<file path="src/rtl/irq_pkg.sv">
package irq_pkg;
    localparam int REG_W     = 8;
    localparam int VEC_W     = 8;
    localparam int B_GIE     = 0;
    localparam int B_EIE     = 1;
    localparam int B_TIE     = 2;
    localparam int B_EIF     = 4;
    localparam int B_TIF     = 5;
    localparam logic [VEC_W-1:0] EXT_VEC = 8'h04;
    localparam logic [VEC_W-1:0] TMR_VEC = 8'h08;

    typedef struct packed {
        logic gie;
        logic eie;
        logic tie;
        logic eif;
        logic tif;
    } irq_state_t;

    typedef enum logic [1:0] {
        SRC_NONE = 2'd0,
        SRC_EXT  = 2'd1,
        SRC_TMR  = 2'd2
    } irq_src_e;

    function automatic irq_state_t unpack_reg(input logic [REG_W-1:0] d);
        irq_state_t s;
        s.gie = d[B_GIE];
        s.eie = d[B_EIE];
        s.tie = d[B_TIE];
        s.eif = d[B_EIF];
        s.tif = d[B_TIF];
        return s;
    endfunction

    function automatic logic [REG_W-1:0] pack_reg(input irq_state_t s);
        logic [REG_W-1:0] d;
        d        = '0;
        d[B_GIE] = s.gie;
        d[B_EIE] = s.eie;
        d[B_TIE] = s.tie;
        d[B_EIF] = s.eif;
        d[B_TIF] = s.tif;
        return d;
    endfunction
endpackage

</file>
<file path="src/rtl/irq_edge_sync.sv">
module irq_edge_sync #(
    parameter int STAGES = 2
) (
    input  logic clk,
    input  logic rst,
    input  logic pin,
    input  logic fall_sel,
    output logic edge_o
);
    localparam int LAST = STAGES - 1;

    logic [STAGES-1:0] sync_q;
    logic              prev_q;

    always_ff @(posedge clk) begin
        if (rst) begin
            sync_q <= '0;
            prev_q <= 1'b0;
        end else begin
            sync_q <= {sync_q[STAGES-2:0], pin};
            prev_q <= sync_q[LAST];
        end
    end

    always_comb begin
        if (fall_sel)
            edge_o = prev_q & ~sync_q[LAST];
        else
            edge_o = ~prev_q & sync_q[LAST];
    end
endmodule

</file>
<file path="src/rtl/irq_ctrl_reg.sv">
module irq_ctrl_reg
    import irq_pkg::*;
(
    input  logic             clk,
    input  logic             rst,
    input  logic             wr,
    input  logic [REG_W-1:0] wdata,
    input  logic             ext_set,
    input  logic             tmr_set,
    input  logic             clr_ext,
    input  logic             clr_tmr,
    output irq_state_t       state_o,
    output logic             wake_o
);
    irq_state_t cur_q, base, nxt;
    logic       wake_d;

    always_comb begin
        base     = wr ? unpack_reg(wdata) : cur_q;
        nxt      = base;
        nxt.gie  = base.gie & ~(clr_ext | clr_tmr);
        nxt.eif  = (base.eif & ~clr_ext) | ext_set;
        nxt.tif  = (base.tif & ~clr_tmr) | tmr_set;
        wake_d   = (nxt.eif & ~cur_q.eif & nxt.eie) |
                   (nxt.tif & ~cur_q.tif & nxt.tie);
    end

    always_ff @(posedge clk) begin
        if (rst) begin
            cur_q  <= '0;
            wake_o <= 1'b0;
        end else begin
            cur_q  <= nxt;
            wake_o <= wake_d;
        end
    end

    assign state_o = cur_q;
endmodule

</file>
<file path="src/rtl/irq_arbiter.sv">
module irq_arbiter
    import irq_pkg::*;
(
    input  logic             clk,
    input  logic             rst,
    input  irq_state_t       state,
    input  logic             stack_full,
    input  logic             wr,
    output logic             grant_ext,
    output logic             grant_tmr,
    output logic             take_o,
    output logic [VEC_W-1:0] vec_o
);
    logic     req_ext, req_tmr, allow;
    irq_src_e sel;

    always_comb begin
        req_ext   = state.gie & state.eie & state.eif;
        req_tmr   = state.gie & state.tie & state.tif;
        allow     = ~stack_full & ~wr;
        grant_ext = allow & req_ext;
        grant_tmr = allow & req_tmr & ~req_ext;
        if (grant_ext)      sel = SRC_EXT;
        else if (grant_tmr) sel = SRC_TMR;
        else                sel = SRC_NONE;
    end

    always_ff @(posedge clk) begin
        if (rst) begin
            take_o <= 1'b0;
            vec_o  <= '0;
        end else begin
            take_o <= (sel != SRC_NONE);
            case (sel)
                SRC_EXT: vec_o <= EXT_VEC;
                SRC_TMR: vec_o <= TMR_VEC;
                default: vec_o <= vec_o;
            endcase
        end
    end
endmodule

</file>
<file path="src/rtl/irq_vec_ctrl.sv">
module irq_vec_ctrl
    import irq_pkg::*;
#(
    parameter int SYNC_STAGES = 2
) (
    input  logic             clk,
    input  logic             rst,
    input  logic             reg_wr,
    input  logic [REG_W-1:0] reg_wdata,
    output logic [REG_W-1:0] reg_rdata,
    input  logic             tmr_ovf,
    input  logic             ext_pin,
    input  logic             edge_sel,
    input  logic             stack_full,
    output logic             take,
    output logic [VEC_W-1:0] vec_addr,
    output logic             wake
);
    irq_state_t st;
    logic       ext_edge, g_ext, g_tmr;

    irq_edge_sync #(.STAGES(SYNC_STAGES)) u_sync (
        .clk(clk), .rst(rst), .pin(ext_pin), .fall_sel(edge_sel), .edge_o(ext_edge)
    );

    irq_ctrl_reg u_reg (
        .clk(clk), .rst(rst), .wr(reg_wr), .wdata(reg_wdata),
        .ext_set(ext_edge), .tmr_set(tmr_ovf),
        .clr_ext(g_ext), .clr_tmr(g_tmr),
        .state_o(st), .wake_o(wake)
    );

    irq_arbiter u_arb (
        .clk(clk), .rst(rst), .state(st), .stack_full(stack_full), .wr(reg_wr),
        .grant_ext(g_ext), .grant_tmr(g_tmr), .take_o(take), .vec_o(vec_addr)
    );

    assign reg_rdata = pack_reg(st);
endmodule

</file>
<file path="config.mk">
export PLATFORM = sky130hd
export DESIGN_NAME = irq_vec_ctrl
export DESIGN_NICKNAME = d
export VERILOG_FILES = /design/src/rtl/irq_pkg.sv /design/src/rtl/irq_edge_sync.sv /design/src/rtl/irq_ctrl_reg.sv /design/src/rtl/irq_arbiter.sv /design/src/rtl/irq_vec_ctrl.sv
export SDC_FILE = /design/constraint.sdc
export NUM_CORES = 1
export LEC_CHECK = 0
export BUFFER_PORTS_ARGS = -buffer_cell sky130_fd_sc_hd__buf_2
export CAP_MARGIN = 20
export CELL_PAD_IN_SITES_DETAIL_PLACEMENT = 0
export CELL_PAD_IN_SITES_GLOBAL_PLACEMENT = 1
export CORE_AREA = 2 2 47 49
export CTS_CLUSTER_DIAMETER = 100
export DETAILED_ROUTE_END_ITERATION = 12
export DIE_AREA = 0 0 49 51
export PLACE_DENSITY = 0.81
export SLEW_MARGIN = 25
export SYNTH_ARGS = -nofsm -noshare
export SYNTH_HDL_FRONTEND = slang
export SYNTH_SLANG_ARGS = --single-unit
</file>
<file path="constraint.sdc">
create_clock -name clk -period 1.98 [get_ports clk]
set_input_delay 0.198 -clock clk [delete_from_list [all_inputs] [get_ports clk]]
set_output_delay 0.198 -clock clk [all_outputs]
set_load 0.05 [all_outputs]
</file>
# After elaboration in Yosys (flattened, before gate mapping)
# Index checks and enable logic that the tools add are counted.
# Widths: inputs -> output; s select.
dict set report totals {
  memories 0
  in_bits 15
  output_inout_bits 18
  latch_bits 0
  mem_bits_ro 0
  ram_bits 0
  word_cells 50
  reg_bits 18
}
dict set report op_classes {
  mux 5
  eq_ne 2
  multipliers 0
  addsub 0
  reduce_logical 2
  shifts 0
  order_cmp 0
  div_mod_pow 0
  bitwise_logic 31
}
# operator count
set ops {}
lappend ops {{$and 1x1->1} 17}
lappend ops {{$pmux 8 s2} 1}
lappend ops {{$not 1->1} 10}
lappend ops {{$mux 5} 1}
lappend ops {{$mux 2} 2}
lappend ops {{$or 1x1->1} 4}
lappend ops {{$reduce_bool 2->1} 2}
lappend ops {{$eq 2x1->1 const B} 1}
lappend ops {{$eq 2x2->1 const B} 1}
lappend ops {{$mux 1} 1}

# Logic depth before layout (Yosys ltp)
# Gate-level depths: netlist of the first run.
dict set report depth {
  depth_word 10
  depth_mapped 4
  depth_no_buf 3
}

# Modules after synthesis
# Synthesis of the first run repeated with hierarchy kept, for this count alone.
dict set report unflattened {
  cells_unflattened 57
  hier_area_um2 554.3
}
# mod cells_per_inst seq_area_each_um2 instances area_per_inst_um2
set modules_own_cells {}
lappend modules_own_cells {irq_ctrl_reg 22 120.1 1 241.5}
lappend modules_own_cells {irq_arbiter 22 60.1 1 185.2}
lappend modules_own_cells {irq_edge_sync 9 60.1 1 101.3}
lappend modules_own_cells {irq_vec_ctrl 4 0.0 1 26.3}

# Worst setup path before layout of the first run
# No wires, ideal clock.
dict set report synth_timing {
  kind {register -> register}
  start {reg u_reg.cur_q (netlist bit u_reg.state_o[3])}
  end {reg u_reg.cur_q (netlist bit u_reg.state_o[4])}
  period_less_slack_ps 1343
  stages_incl_launch_ff 4
  setup_ps 88
  n_path_buf 0
  slack_ps 637
  required_ps 1892
  t_arrival_ps 1255
  path_cell_list {dfxtp_1 nand2_1 and4_1 nor4_2}
}
dict set report synth_between {
  elab_chain_len 7
  elab_cells_between_ends 8
  cone_classes {bitwise (8)}
}
# item line
set synth_lines {}
lappend synth_lines {{start, declared} irq_ctrl_reg.sv:15} ;# irq_state_t cur_q, base, nxt;
lappend synth_lines {{start signal, assigned} irq_ctrl_reg.sv:33} ;# cur_q <= nxt;
lappend synth_lines {{$and 1x1->1 * (2 in a row)} irq_arbiter.sv:18} ;# req_ext = state.gie & state.eie & state.eif;
lappend synth_lines {{$not 1->1} irq_arbiter.sv:22} ;# grant_tmr = allow & req_tmr & ~req_ext;
lappend synth_lines {{$and 1x1->1} irq_arbiter.sv:22}
lappend synth_lines {{$or 1x1->1 *} irq_ctrl_reg.sv:21} ;# nxt.gie = base.gie & ~(clr_ext | clr_tmr);
lappend synth_lines {{$not 1->1 *} irq_ctrl_reg.sv:21}
lappend synth_lines {{$and 1x1->1 *} irq_ctrl_reg.sv:21}
# Mark *: on every way between the ends. The rest lies on a longest branch, timed or not.
# A chain may end at the register's enable or synchronous reset.

# Final worst setup path of the first run
dict set report layout_timing {
  start {reg u_reg.cur_q (netlist bit u_reg.state_o[3])}
  end {out reg_rdata[1]}
}
# item line
set layout_lines {}
lappend layout_lines {{end, declared} irq_vec_ctrl.sv:10} ;# output logic [REG_W-1:0] reg_rdata,
# No word-level cell between the ends.

==> run metrics, run 1 <==
outcome complete, no violations; number of max-slew violations in the final report 0; Post-Synthesis Cell Area 583 um^2; Total GRT Usage 0.0999; RSZ-0062 raised after global routing no; period utilization 0.615; area grow syn2layout 20.4%; Critical Setup Path Class reg -> out; clock-pin slew on the worst setup and hold paths 70 ps; Max Cap Viol 0; required time of the critical path 1780 ps; worst path bufs/invs 1; clk_lat worst skew 270 ps; Max VDD drop 0.257 mV; depth of the CTS H-tree 1; post-DR wirelength/cell 10.1 um; DRC 0; Die Area 0.00250 mm^2; most common library cells after synthesis dfxtp_1 (12), buf_4 (9), a21oi_1 (5), mux2i_1 (5), nor2_1 (4); CTS Hold Bufs 0; fin util 0.340; hold violation total from the final report 0; CP max stage delay 450 ps; Synth area leader dfxtp_1; count leader, synth dfxtp_1; area occupied by registers 240 um^2; Avg Inst Size Synth 9.56 um^2; Post-synth EDFFs 0; skew final 2.47 ps; Root Driver clkbuf_4; Cells after Synth 61; multi-input logic area 283 um^2; crit path DAT 1020 ps; post-synthesis async set-or-reset flop share 0; final setup fails 0; Critical Path End Type output port; Final GP Congestion 0.710; Seq/Total Area, Yosys 0.412; minimum clock period 1220 ps; top-area cell type share of the netlist area 0.412; fill count 244; CTS tree done; die height 51 um; pin count of the biggest net entering global routing 13; top cell family by delay on the critical path flip-flops; Slowest cell on crit path dfxtp_1; Hold Crit Class in -> reg; top_reg_cell synth dfxtp_1; Initial Utilization 0.283; post-detail-place hpwl 894 um; CP Max Fanout 7; overflow left after global routing 0; fraction of layout cells with a size suffix above 1 0.341; crit path launch type register; I/O pins 33; fin nets 98; Power Density 815 mW/mm^2; post_cts resized 0; DRT Pass-1 Iters 4; PortBufs 20; DRT iter0 DRCs 10; Bufs on Longest Clock Path 2; post-route insts no fill 110; Final ANT Viol Nets 0; Vias/cell 4.32; CP Cell Sequence buf_2; area of the core 0.00206 mm^2; vias in the first global route 402; Vias 475; DP Cell Count 106; Core Rows 17; Synth Warn # 0; # diodes 0; leakage power 0.344 nW; antenna violations before repair 0; Yosys cell types 26; flops & latches, synth 12; Area contributors post-synth dfxtp_1 (41%), buf_4 (12%), mux2i_1 (8.6%); Chip Width 49 um; TritonCTS Sinks 12; Routed WL 1110 um; setup repair bufs after CTS 0; Achievable Freq 821 MHz; Inserted Clock Buffers 3; Fin Setup TNS 0 ps; first-pass GRT wire length 1750 um
-- cells in the final DEF, fill, tap and decap left out, types with 2 or more instances in the layout --
| cell type | Yosys | final |
|---|---|---|
| nor2b_1 | 2 | 2 |
| buf_2 | 0 | 20 |
| nor3_1 | 2 | 2 |
| dfxtp_1 | 12 | 12 |
| clkbuf_4 | 0 | 3 |
| conb_1 | 1 | 9 |
| a21oi_1 | 5 | 5 |
| mux2i_1 | 5 | 5 |
| inv_1 | 2 | 2 |
| nor2_1 | 4 | 4 |
| nor2b_2 | 3 | 3 |
-- through the flow --
| step | total power, W | worst slack [ps] | cell area, um^2 | hold WS, ps |
|---|---|---|---|---|
| floorplan | 0.000379 | 637 | 613 | 282 |
| global placement | 0.000388 | 859 | 666 | 420 |
| detailed placement | 0.000390 | 841 | 666 | 415 |
| CTS | 0.000581 | 752 | 702 | 128 |
| global route | 0.000603 | 696 | 702 | 144 |
| finish | 0.000572 | 762 | 702 | 135 |
-- registers in the layout, summed over array words and instances (netlist names) --
signal / cells
u_sync.sync_q: 2
u_reg.state_o: 5
u_arb.vec_o: 2
u_sync.prev_q: 1
u_reg.wake_o: 1
u_arb.take_o: 1
-- metal layers --
layer / GRT usage / part of all wire / vias up
met1: 0.0982 / 0.42 / 208
li1: - / - / 239
met3: 0.0556 / 0.083 / 2
met2: 0.160 / 0.48 / 26
met5: 0 / 0 / -
met4: 0.0714 / 0.0090 / 0
-- layout make-up --
type                    count  area share
well taps                  28      0.0499
flip-flops and latches     12       0.342
inverters                   2      0.0107
clock buffers               4      0.0517
repair buffers             20       0.143
multi-input cells          44       0.403
-- logic make-up (layout without fill, tap and decap cells) --
| group | after synthesis | after routing | share of synthesized area |
|---|---|---|---|
| and+or+nand+nor | 19 | 19 | 0.210 |
| DFF | 12 | 12 | 0.412 |
| other | 1 | 9 | 0.00643 |
| AOI/OAI and AO/OA | 11 | 11 | 0.131 |
| buffers and inverters | 13 | 26 | 0.154 |
| muxes | 5 | 5 | 0.0858 |
-- final timing paths --
check,start,end,slack [ps],depth (start not counted)
worst max register to register,u_sync.sync_q[1],u_reg.wake_o,850,3
worst min-delay path,ext_pin,u_sync.sync_q[0],130,2
worst max-delay path,u_reg.state_o[3],reg_rdata[1],760,1
worst min register to register,u_sync.sync_q[0],u_sync.sync_q[1],450,1
-- report_power, final --
part | leakage (nW) | switching [W] | total, W | internal [W]
clock network | 0.0210 | 0.0000767 | 0.000188 | 0.000112
logic | 0.225 | 0.0000923 | 0.000123 | 0.0000306
registers | 0.0985 | 0.00000883 | 0.000261 | 0.000252
Power figures use the tool's default switching activity.
==> run 2: changes to the inputs <==
--- a/config.mk
+++ b/config.mk
@@ -9,11 +9,11 @@
 export CAP_MARGIN = 20
 export CELL_PAD_IN_SITES_DETAIL_PLACEMENT = 0
 export CELL_PAD_IN_SITES_GLOBAL_PLACEMENT = 1
-export CORE_AREA = 2 2 47 49
+export CORE_AREA = 2 2 48 50
 export CTS_CLUSTER_DIAMETER = 100
 export DETAILED_ROUTE_END_ITERATION = 12
-export DIE_AREA = 0 0 49 51
-export PLACE_DENSITY = 0.81
+export DIE_AREA = 0 0 50 52
+export PLACE_DENSITY = 0.78
 export SLEW_MARGIN = 25
 export SYNTH_ARGS = -nofsm -noshare
 export SYNTH_HDL_FRONTEND = slang
==> constraint.sdc (replaced) <==
create_clock -name clk -period 1.2 [get_ports clk]
set_input_delay 0.12 -clock clk [delete_from_list [all_inputs] [get_ports clk]]
set_output_delay 0.12 -clock clk [all_outputs]
set_load 0.05 [all_outputs]
==> run 2 against run 1 <==
Effect of this change: non-clock buffer count unchanged; register-to-register slack got worse by 760 ps; combinational power increased by 65%; setup slack got worse by 680 ps; critical endpoint is now u_reg.wake_o; wire length decreased by 4.1%; critical path depth increased by 2; die area increased by 4.0%; clock power increased by 29%; global-route usage decreased by 0.98 points; via count decreased by 0.63%; total power increased by 53%.
==> run metrics, run 2 (synthesis gave the netlist of run 1 again) <==
CP max stage delay 360 ps (-90 ps); Logic pwr share 0.231 (+0.016); Critical Setup Path Class reg -> reg; area of the core 0.00211 mm^2 (+2.1%); area grow syn2layout 18.9%; outcome complete, no violations; hold violation total from the final report 0 (unchanged); Clk pwr share 0.277 (-0.052); Fin Setup TNS 0 ps (unchanged); RSZ-0062 raised after global routing no; final setup fails 0 (unchanged); Final GP Congestion 0.699 (-1.5%); CP Max Fanout 4 (-3); CTS tree done; Total GRT Usage 0.0901 (-0.00980); crit path launch type register; share of power burned in registers 0.492 (+0.036); Worst Setup SP u_sync.sync_q[1]; I/O pins 33 (unchanged); Final WS setup 85.2 ps (-677 ps); # diodes 0 (unchanged); antenna violations before repair 0 (unchanged); clock-pin slew on the worst setup and hold paths 70 ps (about the same); DRC 0 (unchanged); TritonCTS Sinks 12 (unchanged); Hold Crit Class in -> reg; met3 usage in global routing 0.0345 (-0.0211); reg2reg start u_sync.sync_q[1]; DRT iter0 DRCs 8 (-2); pre-CTS setup slack 93.1 ps (-748 ps); Root Driver clkbuf_4; reg2reg end u_reg.wake_o; met1 Use GR 0.109 (+0.0106); period utilization 0.929; depth of the CTS H-tree 1 (unchanged); vias in the first global route 386 (-4.0%); post_cts resized 0 (unchanged); minimum clock period 1110 ps; Sw Pwr 0.000293 W (+65%); Initial Utilization 0.277 (-0.00571); Die Area 0.00260 mm^2 (+4.0%); Core Rows 17 (unchanged); die height 52 um (+2.0%); required time of the critical path 1370 ps (-410 ps); number of max-slew violations in the final report 0 (unchanged); fraction of layout cells with a size suffix above 1 0.383 (+0.0413); Critical Path End Type register; internal power 0.000584 W (+48%); R2R Setup Slk 90 ps (-760 ps); Bufs on Longest Clock Path 2 (unchanged); crit path DAT 1280 ps (+260 ps); DRT Pass-1 Iters 4 (unchanged); Vias/cell 4.33 (+0.28%); Max VDD drop 0.420 mV (+63%); clk_lat worst skew 270 ps (about the same); leakage power 0.339 nW (-1.7%); Final ANT Viol Nets 0 (unchanged); post-detail-place hpwl 845 um (-5.6%); Max Cap Viol 0 (unchanged); commonest non-fill, non-tap cells in the layout buf_2 (20), conb_1 (9), dfxtp_1 (8); CTS Hold Bufs 0 (unchanged); hold path depth 2 (unchanged); Switching Share 0.334 (+0.0228); CP Cell Sequence and3b_1 -> a221o_1 -> a22o_1; Worst Reg-to-Reg Cells 3 (unchanged); pin count of the biggest net entering global routing 13 (unchanged); Achievable Freq 897 MHz; max reg flops 5 (unchanged); skew final 2.12 ps (-0.356 ps); setup repair bufs after CTS 0 (unchanged); Routed WL 1070 um (-4.1%); post-DR wirelength/cell 9.80 um (-3.2%); global route hottest layer met2; fin nets 98 (unchanged); overflow left after global routing 0 (unchanged); Power Density 1270 mW/mm^2 (+55%); Slowest cell on crit path dfxtp_1; worst setup path endpoint u_reg.wake_o; commonest non-fill, non-tap cell in the layout buf_2; PortBufs 20 (unchanged); grt met2 use 0.127 (-0.0326); first-pass GRT wire length 1670 um (-4.7%); Inserted Clock Buffers 3 (unchanged); Chip Width 50 um (+2.0%); Vias 472 (-0.63%)
## run 2: layer usage
metal	vias up	part of all wire
li1	238	-
met1	205	0.45
met2	26	0.43
met3	3	0.090
met4	0	0.027
met5	-	0
## run 2: through the flow
stage                     utilization  power, W  area (um^2)  hold slack, ps  instances
final                           0.329  0.000877          693            52.9        109
after global routing            0.329  0.000929          693            51.1        109
after CTS                       0.329  0.000882          693            50.8        109
after detailed placement        0.318  0.000644          671             335        106
after global placement          0.318  0.000642          671             331        106
after floorplan                     -  0.000627          618             196         69
## run 2: worst max-delay path: cells and delay by family (launching register included)
family / cells / cell delay, ps
compound gates: 2 / 460
flops: 1 / 360
simple gates: 1 / 200
## run 2: how the worst min path moves through the flow
stage | endpoint | slack, ps | from
5_1_grt | u_sync.sync_q[0] | 50 | ext_pin
3_3_place_gp | u_sync.sync_q[0] | 330 | ext_pin
4_1_cts | u_sync.sync_q[0] | 50 | ext_pin
3_5_place_dp | u_sync.sync_q[0] | 330 | ext_pin
2_1_floorplan | u_reg.state_o[2] | 200 | rst
6_report | u_sync.sync_q[0] | 50 | ext_pin
## run 2: power by group through the flow
stage	sequential, W	combinational (W)	clock, W
finish	0.000431	0.000203	0.000243
global route	0.000435	0.000214	0.000280
CTS	0.000432	0.000203	0.000247
detailed placement	0.000441	0.000203	0
global placement	0.000440	0.000202	0
floorplan	0.000486	0.000141	0
## run 2: cell type report
cell class                 count  area, um^2
multi-input combinational     44         283
timing repair buffer          20         100
tap                           28        35.0
inverter                       2        7.51
sequential                    12         245
fill                         225        1410
clock buffer                   3        22.5
